`src/rtl/dqs_cal_pkg.sv`:
```
package dqs_cal_pkg;
  typedef enum logic [2:0] {
    ST_IDLE,
    ST_REQ,
    ST_WAIT,
    ST_CENTER,
    ST_DONE
  } cal_state_t;

  typedef enum logic {
    DIR_DOWN = 1'b0,
    DIR_UP   = 1'b1
  } sweep_dir_t;
endpackage

```
`src/rtl/dqs_cal_sweep.sv`:
```
module dqs_cal_sweep
  import dqs_cal_pkg::*;
#(
  parameter int TAP_W     = 6,
  parameter int TAP_LIMIT = 32
) (
  input  logic             clk,
  input  logic             rst_n,
  input  logic             start,
  input  logic [TAP_W-1:0] init_tap,
  input  logic             chk_ready,
  input  logic             res_valid,
  input  logic             res_fail,
  output logic [TAP_W-1:0] trial_tap,
  output logic [TAP_W-1:0] upper,
  output logic [TAP_W-1:0] lower,
  output logic             chk_valid,
  output logic             busy,
  output logic             sweep_end,
  output logic             done
);
  localparam logic [TAP_W-1:0] MAXV  = {TAP_W{1'b1}};
  localparam logic [TAP_W-1:0] LIMIT = TAP_W'(TAP_LIMIT);

  cal_state_t       state_q;
  sweep_dir_t       dir_q;
  logic [TAP_W-1:0] origin_q, val_q, upper_q, lower_q;

  wire accept = start && (state_q == ST_IDLE || state_q == ST_DONE);
  wire result = res_valid && (state_q == ST_WAIT);

  always_ff @(posedge clk or negedge rst_n) begin
    if (!rst_n) begin
      state_q  <= ST_IDLE;
      dir_q    <= DIR_UP;
      origin_q <= '0;
      val_q    <= '0;
      upper_q  <= '0;
      lower_q  <= '0;
    end else if (accept) begin
      state_q  <= ST_REQ;
      dir_q    <= DIR_UP;
      origin_q <= init_tap;
      val_q    <= init_tap;
      upper_q  <= init_tap;
      lower_q  <= init_tap;
    end else begin
      case (state_q)
        ST_REQ:    if (chk_ready) state_q <= ST_WAIT;
        ST_CENTER: state_q <= ST_DONE;
        ST_WAIT: if (result) begin
          if (dir_q == DIR_UP) begin
            if (!res_fail && val_q < LIMIT) begin
              val_q <= val_q + 1'b1;
            end else begin
              if (res_fail) upper_q <= (val_q == '0) ? '0 : val_q - 1'b1;
              else          upper_q <= val_q;
              val_q <= origin_q;
              dir_q <= DIR_DOWN;
            end
            state_q <= ST_REQ;
          end else begin
            if (res_fail) begin
              lower_q <= (val_q == MAXV) ? MAXV : val_q + 1'b1;
              state_q <= ST_CENTER;
            end else if (val_q == '0) begin
              lower_q <= '0;
              state_q <= ST_CENTER;
            end else begin
              val_q   <= val_q - 1'b1;
              state_q <= ST_REQ;
            end
          end
        end
        default: ;
      endcase
    end
  end

  assign trial_tap = val_q;
  assign upper     = upper_q;
  assign lower     = lower_q;
  assign chk_valid = (state_q == ST_REQ);
  assign busy      = (state_q == ST_REQ) || (state_q == ST_WAIT) || (state_q == ST_CENTER);
  assign sweep_end = (state_q == ST_CENTER);
  assign done      = (state_q == ST_DONE);
endmodule

```
`src/rtl/dqs_cal_center.sv`:
```
module dqs_cal_center #(
  parameter int TAP_W = 6
) (
  input  logic             clk,
  input  logic             rst_n,
  input  logic             load,
  input  logic [TAP_W-1:0] upper,
  input  logic [TAP_W-1:0] lower,
  output logic [TAP_W-1:0] fin0,
  output logic [TAP_W-1:0] fin1
);
  localparam logic [TAP_W-1:0] MAXV = {TAP_W{1'b1}};

  logic [TAP_W:0]   sum;
  logic [TAP_W-1:0] mid;

  always_comb begin
    sum = {1'b0, upper} + {1'b0, lower};
    mid = sum[TAP_W:1];
  end

  always_ff @(posedge clk or negedge rst_n) begin
    if (!rst_n) begin
      fin0 <= '0;
      fin1 <= '0;
    end else if (load) begin
      fin0 <= mid;
      fin1 <= (mid == MAXV) ? MAXV : mid + 1'b1;
    end
  end
endmodule

```
`src/rtl/dqs_window_cal.sv`:
```
module dqs_window_cal #(
  parameter int TAP_W     = 6,
  parameter int TAP_LIMIT = 32
) (
  input  logic             clk,
  input  logic             rst_n,
  input  logic             start,
  input  logic [TAP_W-1:0] init_tap,
  output logic             chk_valid,
  input  logic             chk_ready,
  input  logic             res_valid,
  input  logic             res_fail,
  output logic [TAP_W-1:0] lane0_tap,
  output logic [TAP_W-1:0] lane1_tap,
  output logic             busy,
  output logic             done
);
  logic [TAP_W-1:0] trial, upper, lower, fin0, fin1;
  logic             sweep_end;

  dqs_cal_sweep #(.TAP_W(TAP_W), .TAP_LIMIT(TAP_LIMIT)) u_sweep (
    .clk(clk), .rst_n(rst_n), .start(start), .init_tap(init_tap),
    .chk_ready(chk_ready), .res_valid(res_valid), .res_fail(res_fail),
    .trial_tap(trial), .upper(upper), .lower(lower),
    .chk_valid(chk_valid), .busy(busy), .sweep_end(sweep_end), .done(done)
  );

  dqs_cal_center #(.TAP_W(TAP_W)) u_center (
    .clk(clk), .rst_n(rst_n), .load(sweep_end),
    .upper(upper), .lower(lower), .fin0(fin0), .fin1(fin1)
  );

  assign lane0_tap = done ? fin0 : trial;
  assign lane1_tap = done ? fin1 : trial;
endmodule

```
`config.mk`:
```
export PLATFORM = sky130hd
export DESIGN_NAME = dqs_window_cal
export DESIGN_NICKNAME = d
export VERILOG_FILES = /design/src/rtl/dqs_cal_pkg.sv /design/src/rtl/dqs_cal_sweep.sv /design/src/rtl/dqs_cal_center.sv /design/src/rtl/dqs_window_cal.sv
export SDC_FILE = /design/constraint.sdc
export NUM_CORES = 1
export LEC_CHECK = 0
export BUFFER_PORTS_ARGS = -buffer_cell sky130_fd_sc_hd__buf_2
export CAP_MARGIN = 40
export CORE_ASPECT_RATIO = 0.8
export CORE_MARGIN = 8
export CORE_UTILIZATION = 40
export DETAILED_ROUTE_END_ITERATION = 8
export GPL_TIMING_DRIVEN = 0
export PLACE_DENSITY = 0.58
export SLEW_MARGIN = 20
export SYNTH_ARGS = -nofsm -noshare
export SYNTH_HDL_FRONTEND = slang
export SYNTH_SLANG_ARGS = --single-unit
export TNS_END_PERCENT = 50
```
`constraint.sdc`:
```
create_clock -name clk -period 6.1 [get_ports clk]
set_input_delay 1.22 -clock clk [delete_from_list [all_inputs] [get_ports clk]]
set_output_delay 1.22 -clock clk [all_outputs]
set_load 0.02 [all_outputs]
```
After elaboration in Yosys (flattened, before gate mapping)
Cells that the tools add are included.

Register bits after elaboration: 40. Input port bits: 12. Output and inout port bits: 15. Logic and storage cells: 80.

Add/subtract/negate cells: 4. $lt $le $gt $ge: 1. Eq/ne operators: 12. Muxes and demuxes: 36. Reduce and logical (&&, ||, !) cells: 19.

Operators by type and width (number): 6-bit two-way mux (24); 3-bit two-way mux (5); 6-bit by 1-bit adder with 6-bit output (second input constant) (2); 6-bit == test (second input constant) (2); 3-bit by 1-bit != test with 1-bit output (second input constant) (4); 4-bit AND reduction (3); 3-bit one-hot mux with 3 select lines (1); 6-bit by 6-bit adder with 7-bit output (1); 3-bit by 2-bit == test with 1-bit output (second input constant) (2); 6-bit zero test (1); 6-bit < comparator (second input constant) (1); 2-bit nonzero test (3); 6-bit by 1-bit subtractor with 6-bit output (second input constant) (1); 1-bit two-way mux (5); 4-bit nonzero test (1); 3-bit by 1-bit == test with 1-bit output (second input constant) (1); 3-bit == test (second input constant) (1); 1-bit logical AND (3); 3-bit zero test (1); 1-bit logical OR (3); 3-bit AND reduction (1); 3-bit nonzero test (1); 2-bit two-way mux (1); 2-bit by 1-bit != test with 1-bit output (second input constant) (1); other kinds (3) (3).

Depth between registers and ports, before layout
Gate-level depths: netlist (run 1).

Depth in word-level cells: 8. Depth in mapped cells: 8. Depth with buffers taken out: 7.

By module
A second synthesis (run 1) with hierarchy kept.

Cell total of the unflattened synthesis: 299. Area, all modules: 2846.5 µm².

Modules (own cells, without submodules): dqs_cal_sweep (times used 1, cells an instance 209, area each 1853.0 µm²); dqs_cal_center (times used 1, cells an instance 77, area each 809.5 µm²); dqs_window_cal (times used 1, cells an instance 13, area each 183.9 µm²).

Least setup slack after synthesis (run 1)
No wires, ideal clock.

Kind: reg2out. From: register u_sweep.state_q[0]. To: output lane1_tap[2]. Arrival time: 1.571 ns. Setup slack: 3.309 ns. Stages on the path, launching flop included: 6. Path buffers: 2. Cells stage by stage: dfrtp_1 > clkbuf_1 > nor3_1 > clkbuf_1 > nand2_1 > o21ai_0.

Cells in the longest elaborated chain, start to end: 2.

RTL lines: from (decl) (line dqs_cal_sweep.sv:25) `cal_state_t state_q;`; from (signal assigned) (line dqs_cal_sweep.sv:34) `state_q <= ST_IDLE;`; from (signal assigned) (line dqs_cal_sweep.sv:41) `state_q <= ST_REQ;`; from (signal assigned) (line dqs_cal_sweep.sv:49) `ST_REQ: if (chk_ready) state_q <= ST_WAIT;`; 3-bit == test (line dqs_cal_sweep.sv:86) `assign done = (state_q == ST_DONE);`; net done (line dqs_window_cal.sv:16) `output logic done`; 6-bit two-way mux (line dqs_window_cal.sv:34) `assign lane1_tap = done ? fin1 : trial;`; to (decl) (line dqs_window_cal.sv:14) `output logic [TAP_W-1:0] lane1_tap,`.

The timed path passes the listed nets, and every way through them passes these cells.

Worst setup path after layout (run 1)
From: register u_sweep.state_q[0]. To: output lane1_tap[3].

Cells in the longest elaborated chain, start to end: 2.

RTL lines (line): 3-bit == test (dqs_cal_sweep.sv:86); 6-bit two-way mux (dqs_window_cal.sv:34).

Every way passes these cells.

==> flow_summary.toml, run 1 <==
[outcome]
status = "complete, no violations"

[route]
wl_um = 7087
dr.pass1.iters = 4
drt_iter0_markers = 113
num_vias = 2396
avgRoutedWirePerCell_um = 16.44
drc = 0
antenna_left = 0
vias_per_cell = 5.559

[die]
rows = 27
dieArea_mm2 = 0.009693
core_area_mm2 = 0.006723
pin_count = 27
initial_core_util = 0.4037
die_h_um = 89.68
die_x_um = 108.1

[finish]
drive_above_1_share = 0.2064
antennaDiodeCount = 0
syn_to_final_growth_pct = 13.46
post-route-util = 0.4580
final_nets = 364
layout.cells.non_filler = 431

[synthesis]
synth_flop_cell = "dfrtp_1"
postSynth.asyncResetShare = 1.000
synth.distinct_cells = 65
avgSynthCellArea_um2 = 8.754
syn_area_mm2 = 0.002714
ys_ff_latch = 40
synth_edf_count = 0
syn_nets = 331
yosys_warnings = 0
ys_seq_area_frac = 0.3693
synthCells = 310

[placed_design]
dp_cells = 423
dp_hpwl_um = 5513
io_buffer_count = 25
place_congestion = 0.9211

[worst_setup_path]
worstSetupPathType = "flip-flop to output port"
endpoint_kind = "output port"
cp.required_ns = 4.88
crit_path_start_kind = "flip-flop"
crit_fanout = 10
crit_arrival_ns = 2.06
r2r_cells = 8

[grt]
grt_pass1_wl_um = 11830
grt.overflow.total = 0
grt_max_degree = 26
grt_pass1_vias = 2383
antenna_found_initial = 0
grt_usage = 0.1561

[pwr]
power.leakage_nw = 1.431
p_per_area_mw_per_mm2 = 188.2
vdd_drop_max_mv = 0.1148

[cts]
cts_setup_buffers = 0
htreeDepth = 2
cts_max_path_buffers = 2
cts_buffers = 5
cts_tree = "yes"
clk_pin_slew_ns = 0.08
insertion_delay_ns = 0.30
cts_resized = 0
cts.root.buffer_cell = "clkbuf_8"
cts_hold_buf = 0
cts_sinks = 40

[sta]
fin_crit_ns = 3.283
setup-tns-final_ns = 0
relSlewSlack = 0.6042
finalSetupViolations = 0
fin_worst_skew_ns = 0.01027
drv_slew = 0
rsz0062_at_grt = "no"
max_clock_freq_mhz = 304.6
worstMarginPinSlew_ns = 0.5937
hold_viol_final = 0
fin_crit_sh = 0.5382

[flow_run]
maxCapViolations = 0

[worst_hold_path]
hold_class = "flip-flop to flip-flop"
worst_hold_path.num_cells = 2
[metrics by stage]
step                      area [um2]  total power, mW  hold WS (ns)  setup slack (ns)
after detailed placement        2968           0.3671        0.4585             3.154
after CTS                       3079           0.5886        0.4818             2.825
after global placement          2948           0.3648        0.4599             3.156
final                           3079           0.5794        0.4774             2.817
after global routing            3079           0.6087        0.5110             2.724
after floorplan                 2714           0.3378        0.4396             3.309
[cells in the final DEF (no fill, tap or decap), drive strengths merged, types with 2 or more instances in the layout]
master	instances
inv	6
dfrtp	39
nor2b	4
nand4	3
mux2i	5
a22o	2
mux2	13
and3b	2
and3	4
nand2	62
o221ai	3
xor2	3
buf	37
o21ai	36
nor3	6
clkbuf	12
nor3b	4
o41ai	2
a31oi	9
o21a	2
ha	8
xnor2	4
a21oi	10
nand3	7
a21boi	3
o31ai	5
nor2	26
[report_power, final]
part           switching [mW]  internal (mW)  leakage (nW)  total [mW]
sequential            0.00660          0.272         0.521       0.279
clock                  0.0965          0.121        0.0541       0.218
combinational          0.0515         0.0315         0.856      0.0830
[path summary, 6_finish.rpt]
path	startpoint	slack [ns]	to
setup reg to reg	u_sweep.trial_tap[0]	3.52	u_sweep.trial_tap[4]
hold / removal	u_center.fin0[4]	0.48	u_center.fin0[4]
min in group asynchronous	rst_n	0.83	u_sweep.state_q[1]
setup / recovery	u_sweep.state_q[0]	2.82	lane1_tap[3]
hold reg to reg	u_center.fin0[4]	0.48	u_center.fin0[4]
max in group asynchronous	rst_n	4.79	u_sweep.upper[0]
[synthesized netlist by cell type (all sizes together) (2+ instances only)]
cell	number	area share
ha	8	0.037
xnor2	4	0.013
mux2i	5	0.018
dfrtp	39	0.36
o41ai	2	0.0065
a21boi	3	0.0083
and3	4	0.0092
xor2	3	0.0097
nor2	26	0.036
o221ai	3	0.0097
mux2	13	0.054
nor3	6	0.013
a31oi	9	0.021
o31ai	5	0.023
inv	6	0.0083
nor2b	4	0.0092
nor3b	4	0.019
nand2	62	0.086
o21ai	36	0.068
a21oi	10	0.021
o21a	2	0.0055
nand4	3	0.0092
clkbuf	7	0.0097
and3b	2	0.0065
a22o	2	0.0065
nand3	7	0.017
buf	11	0.022
[kinds of logic (layout without fill, tap and decap cells)]
logic type               after synthesis  after routing  synth area share
AO/OA/AOI/OAI                         86             86            0.2185
XOR/XNOR                               7              7           0.02259
adder cells (fa/ha/maj)                9              9           0.04426
AND/OR/NAND/NOR                      126            126            0.2333
multiplexers                          18             18           0.07238
flip-flops                            40             40            0.3693
buffers and inverters                 24             58           0.03965
[metal layers]
metal  routed length [um]  global-route usage  part of all wire  vias up
met1                 3661              0.2138              0.52     1160
met3                  465             0.03780             0.066        5
met5                    0                   0                 0        -
met4                   55             0.03894            0.0078        0
met2                 2905              0.2412              0.41       51
li1                     -                   -                 -     1180
[registers in the layout (all words and copies together) (netlist names)]
signal / flops
u_sweep.lower: 6
u_center.fin0: 6
u_sweep.dir_q: 1
u_sweep.state_q: 3
u_sweep.origin_q: 6
u_sweep.upper: 6
u_center.fin1: 6
u_sweep.trial_tap: 6
[layout make-up]
cell class	count	area [um2]
clock buffer	5	68.82
sequential	40	1002
tap	87	108.9
timing repair buffer	26	145.1
clock inverter	3	42.54
fill	698	3643
multi-input combinational	246	1604
inverter	6	22.52
buffer	18	85.08
[critical path: stages, from the launching register on]
cell      delay [ns]
dfrtp_1         0.42
clkbuf_1        0.22
nor3_1          0.33
buf_2           0.27
mux2_2          0.36
buf_2           0.16
Power figures use the tool's default switching activity.
==> inputs of run 2 (changes only) <==
- PLACE_DENSITY: 0.58 -> 0.6
- clock period: 6.1 -> 2.8 ns (I/O delays scaled with it)
==> run 2 against run 1 <==
Net effect:
- first-iteration DRC count is 50% higher
- die area stayed put
- utilization is 0.24 points lower
- sequential cell count stayed put
- worst setup slack worse by 2.6 ns
- critical endpoint is now u_sweep.trial_tap[4]
- highest routed layer unchanged
==> flow_summary.toml, run 2 (synthesis gave the netlist of run 1 again) <==
[route]
wl_um = 7212
avgRoutedWirePerCell_um = 16.73
vias_per_cell = 5.517
antenna_left = 0
num_vias = 2378
drt_iter0_markers = 169
drc = 0
dr.pass1.iters = 4

[finish]
final_common_cell = "nand2_1"
layout.cells.non_filler = 431
num-fill-cells = 671
antennaDiodeCount = 0
fin_area_mm2 = 0.003063
final_cell_mix = "62 x nand2_1, 39 x dfrtp_1, 33 x buf_2"
multi_input_area_mm2 = 0.001609
regArea_mm2 = 0.001002
post-route-util = 0.4556
drive_above_1_share = 0.2035
syn_to_final_growth_pct = 12.86
final_nets = 364

[cts]
cts_sinks = 40
htreeDepth = 2
cts_setup_buffers = 0
cts.root.buffer_cell = "clkbuf_8"
insertion_delay_ns = 0.29
cts_hold_buf = 0
clk_pin_slew_ns = 0.08
cts_tree = "yes"
cts_buffers = 5
cts_max_path_buffers = 2

[worst_setup_path]
timing.reg2reg.setup_slack_ns = 0.25
worstSetupPathType = "flip-flop to flip-flop"
crit_fanout = 10
cp.required_ns = 3.03
max_stage_delay_ns = 0.49
cp_slowest_cell = "dfrtp_1"
crit_path_start_kind = "flip-flop"
crit_chain = "inv_1, ha_1, nor3b_2, a21oi_1, o31ai_2, buf_2, a21oi_1, a21oi_1"
cpMostUsedCell = "a21oi_1"
r2r_cells = 8
crit_arrival_ns = 2.78
endpoint_kind = "flip-flop"

[pwr]
swShare = 0.2791
intPower_uw = 863.1
combPwrFrac = 0.150
p_per_area_mw_per_mm2 = 390.9
p_switching_uw = 334.2
power.leakage_nw = 1.424
vdd_drop_max_mv = 0.2627
power.share.clock = 0.342
seqPwrFrac = 0.508

[placed_design]
place_congestion = 0.8890
dp_hpwl_um = 5493
place_area_mm2 = 0.002968
dp_cells = 423
io_buffer_count = 25

[grt]
grt.overflow.total = 0
grt_usage = 0.1577
grt_pass1_wl_um = 11910
grt_pass1_vias = 2316
grt_max_degree = 27
antenna_found_initial = 0

[die]
rows = 27
dieArea_mm2 = 0.009693
core_area_mm2 = 0.006723
die_h_um = 89.68
die_x_um = 108.1
pin_count = 27
initial_core_util = 0.4037

[sta]
worstMarginPinSlew_ns = 0.6027
setup-tns-final_ns = 0
relSlewSlack = 0.5982
max_clock_freq_mhz = 392.0
rsz0062_at_grt = "no"
fin_crit_sh = 0.9112
finalSetupViolations = 0
fin_crit_ns = 2.551
hold_viol_final = 0
fin_worst_skew_ns = 0.004492
drv_slew = 0
holdWs_ns = 0.1873

[outcome]
status = "complete, no violations"

[worst_hold_path]
hold_class = "primary input to async pin"

[flow_run]
maxCapViolations = 0
[run 2: metrics by stage]
stage                     power, mW  worst slack [ns]
after global placement       0.7936            0.3215
after global routing          1.253           0.03225
after CTS                     1.202            0.1261
after floorplan              0.7360            0.6690
final                         1.197            0.2487
after detailed placement     0.7989            0.3131
[run 2: layout make-up]
| cell class | instances | share of cell area |
|---|---|---|
| clock buffer | 8 | 0.02941 |
| multi-input combinational | 246 | 0.5253 |
| tap | 87 | 0.03554 |
| buffer | 18 | 0.02778 |
| inverter | 6 | 0.007353 |
| sequential | 40 | 0.3272 |
| timing repair buffer | 26 | 0.04739 |
[run 2: per-layer routing]
metal,track usage,part of all wire
met5,0,0
met4,0.03769,0.0089
met3,0.03709,0.063
met2,0.2389,0.42
met1,0.2208,0.51
[run 2: repair_timing]
| item | CTS | global route |
|---|---|---|
| gates resized for setup | 0 | 1 |
| hold endpoints to repair | 0 | 0 |
| setup endpoints to repair | 0 | 2 |
[run 2: worst paths after layout]
check / start / to
worst min register to register: u_center.fin0[4] / u_center.fin0[4]
max in group asynchronous: rst_n / u_sweep.upper[0]
worst max register to register: u_sweep.trial_tap[0] / u_sweep.trial_tap[4]
worst max-delay path: u_sweep.trial_tap[0] / u_sweep.trial_tap[4]
worst min-delay path: rst_n / u_sweep.state_q[0]
min in group clk: u_center.fin0[4] / u_center.fin0[4]
[run 2: worst max-delay path: cells and delay by family, from the launching register on]
| kind | cells | cell delay [ns] |
|---|---|---|
| buffers and inverters | 2 | 0.55 |
| flip-flops | 1 | 0.49 |
| AND/OR/NAND/NOR | 1 | 0.31 |
| adder cells (fa/ha/maj) | 1 | 0.32 |
| AO/OA/AOI/OAI | 4 | 0.80 |
[run 2: power by group through the flow]
stage	clock network, mW	logic, mW	registers (mW)
floorplan	0	0.121	0.615
global placement	0	0.175	0.619
global route	0.441	0.201	0.610
finish	0.409	0.180	0.608
CTS	0.414	0.181	0.608
detailed placement	0	0.180	0.619
==> inputs of run 3 (changes only) <==
- SYNTH_HIERARCHICAL: not set -> 1
==> run 3 against run 2 <==
Net effect:
- utilization is 0.61 points higher
- cell area is 3.9% higher
- critical endpoint is now u_sweep/trial_tap[1]
- largest power group is now combinational cells
- critical path type unchanged
- combinational power grew to 15 times the previous value
- wire length is 3.3% higher
- register-to-register slack worse by 0.02 ns
- sequential power is 84% higher
==> flow_summary.toml, run 3 <==
[finish]
num-fill-cells = 674
drive_above_1_share = 0.2590
final_cell_mix = "39 x dfrtp_1, 34 x buf_2, 27 x nand2_1"
post-route-util = 0.4617
final_common_cell = "dfrtp_1"
antennaDiodeCount = 0
fin_area_mm2 = 0.003182
syn_to_final_growth_pct = 11.78
final_nets = 353

[cts]
cts_max_path_buffers = 2
cts_setup_buffers = 0
cts_resized = 0
cts_sinks = 40
cts_hold_buf = 0
htreeDepth = 2
insertion_delay_ns = 0.29
cts_tree = "yes"
cts_buffers = 5
cts.root.buffer_cell = "clkbuf_8"
clk_pin_slew_ns = 0.08

[worst_setup_path]
cp_slowest_cell = "a311oi_2"
worstSetupPathType = "flip-flop to flip-flop"
crit_arrival_ns = 2.75
crit_path_start = "u_sweep/trial_tap[0]"
cp.required_ns = 2.97
timing.reg2reg.setup_slack_ns = 0.22
crit_chain = "clkbuf_1, inv_1, ha_1, and2b_1, a311oi_2, or2_2, a31oi_1"
reg2reg_to = "u_sweep/trial_tap[1]"
crit_path_start_kind = "flip-flop"
max_stage_delay_ns = 0.58
r2r-start = "u_sweep/trial_tap[0]"
path_delay_family = "compound AO/OA/AOI/OAI gates"
r2r_cells = 7
crit_fanout = 9
path_buf_inv = 2
endpoint_kind = "flip-flop"

[synthesis]
syn_nets = 320
synth_top_area_share = 0.3429
yosys-top-cells-count = "39 x dfrtp_1, 27 x nand2_1, 21 x nor2_1"
ys_seq_area_frac = 0.3521
synthCells = 299
synth_flop_cell = "dfrtp_1"
syn_area_mm2 = 0.002846
ys_ff_latch = 40
synth_area_leaders = "dfrtp_1 34%, mux2_4 5.3%, nand2_1 3.6%"
postSynth.asyncResetShare = 1.000
synth_top_cell_by_area = "dfrtp_1"
yosysMostFrequentCell = "dfrtp_1"
avgSynthCellArea_um2 = 9.520
synth_edf_count = 0
yosys_warnings = 6
synth.distinct_cells = 73

[die]
die_h_um = 91.45
core_area_mm2 = 0.006892
pin_count = 27
rows = 27
initial_core_util = 0.4130
die_x_um = 110.3
dieArea_mm2 = 0.01009

[flow_run]
maxCapViolations = 0

[sta]
worstMarginPinSlew_ns = 0.5784
drv_slew = 0
max_clock_freq_mhz = 388.2
fin_worst_skew_ns = 0.005719
hold_viol_final = 0
finalSetupViolations = 0
fin_crit_sh = 0.9200
rsz0062_at_grt = "no"
fin_crit_ns = 2.576
relSlewSlack = 0.6144
setup-tns-final_ns = 0
holdWs_ns = 0.1660

[route]
antenna_left = 0
drt_iter0_markers = 144
wl_um = 7451
dr.pass1.iters = 4
avgRoutedWirePerCell_um = 17.78
num_vias = 2410
drc = 0
vias_per_cell = 5.752

[pwr]
power_mw = 4.138
vdd_drop_max_mv = 0.4440
p_per_area_mw_per_mm2 = 1301
power.leakage_nw = 1.385

[grt]
grt_usage = 0.1527
grt_max_degree = 28
grt_pass1_vias = 2378
antenna_found_initial = 0
grt.overflow.total = 0
grt_pass1_wl_um = 12360

[placed_design]
place_area_mm2 = 0.003100
io_buffer_count = 25
place_congestion = 0.8976
dp_hpwl_um = 5706

[worst_hold_path]
hold_class = "primary input to async pin"

[outcome]
status = "complete, no violations"
==> run 3: cell count changes after synthesis, moves of 4 or more <==
cell,previous run,this run
a211oi_1,0,4
a221o_1,1,6
a311oi_1,0,4
inv_1,6,14
mux2_1,5,0
mux2_4,0,10
nand2_1,62,27
nor2_1,26,21
nor3_1,5,10
o21ai_0,27,9
==> run 3: how the worst max path moves through the flow <==
stage                                 to  slack, ns  cells past startpoint
finish              u_sweep/trial_tap[1]       0.22                      7
global placement    u_sweep/trial_tap[4]       0.22                      7
floorplan                   lane0_tap[0]       0.70                      5
global route        u_sweep/trial_tap[4]       0.06                      7
detailed placement  u_sweep/trial_tap[1]       0.24                      7
CTS                 u_sweep/trial_tap[1]       0.22                      7
==> run 3: routing by layer <==
metal  routed length [um]  vias to the layer above  GRT usage
met5                    0                        -          0
met1                 3515                     1149     0.2137
met4                   56                        0    0.02436
met3                  604                        6    0.04237
li1                     -                     1172          -
met2                 3274                       83     0.2304
==> run 3: logic make-up after synthesis <==
family / after synthesis / synth area share
multiplexers: 21 / 0.09451
flip-flops: 40 / 0.3521
buffers and inverters: 37 / 0.06241
adder cells (fa/ha/maj): 9 / 0.04220
AND/OR/NAND/NOR: 99 / 0.2044
XOR/XNOR: 8 / 0.02725
AO/OA/AOI/OAI: 85 / 0.2171
==> run 3: area by class of cell <==
class / count / area (um2) / area share
multi-input combinational: 222 / 1667 / 0.5238
sequential: 40 / 1002 / 0.3150
timing repair buffer: 26 / 145.1 / 0.04562
buffer: 21 / 117.6 / 0.03696
tap: 87 / 108.9 / 0.03421
clock buffer: 5 / 68.82 / 0.02163
inverter: 16 / 60.06 / 0.01888
clock inverter: 2 / 12.51 / 0.003932
==> run 3: power by group <==
| part | switching (mW) | internal [mW] |
|---|---|---|
| clock network | 0.210 | 0.169 |
| logic | 1.51 | 1.13 |
| registers | 0.260 | 0.863 |
| total | 1.98 | 2.16 |
==> run 3: stage by stage <==
step	cells	worst slack [ns]
3_5_place_dp	412	0.2404
3_3_place_gp	411	0.2151
5_1_grt	419	0.06123
2_1_floorplan	299	0.7012
6_report	419	0.2241
4_1_cts	419	0.2184
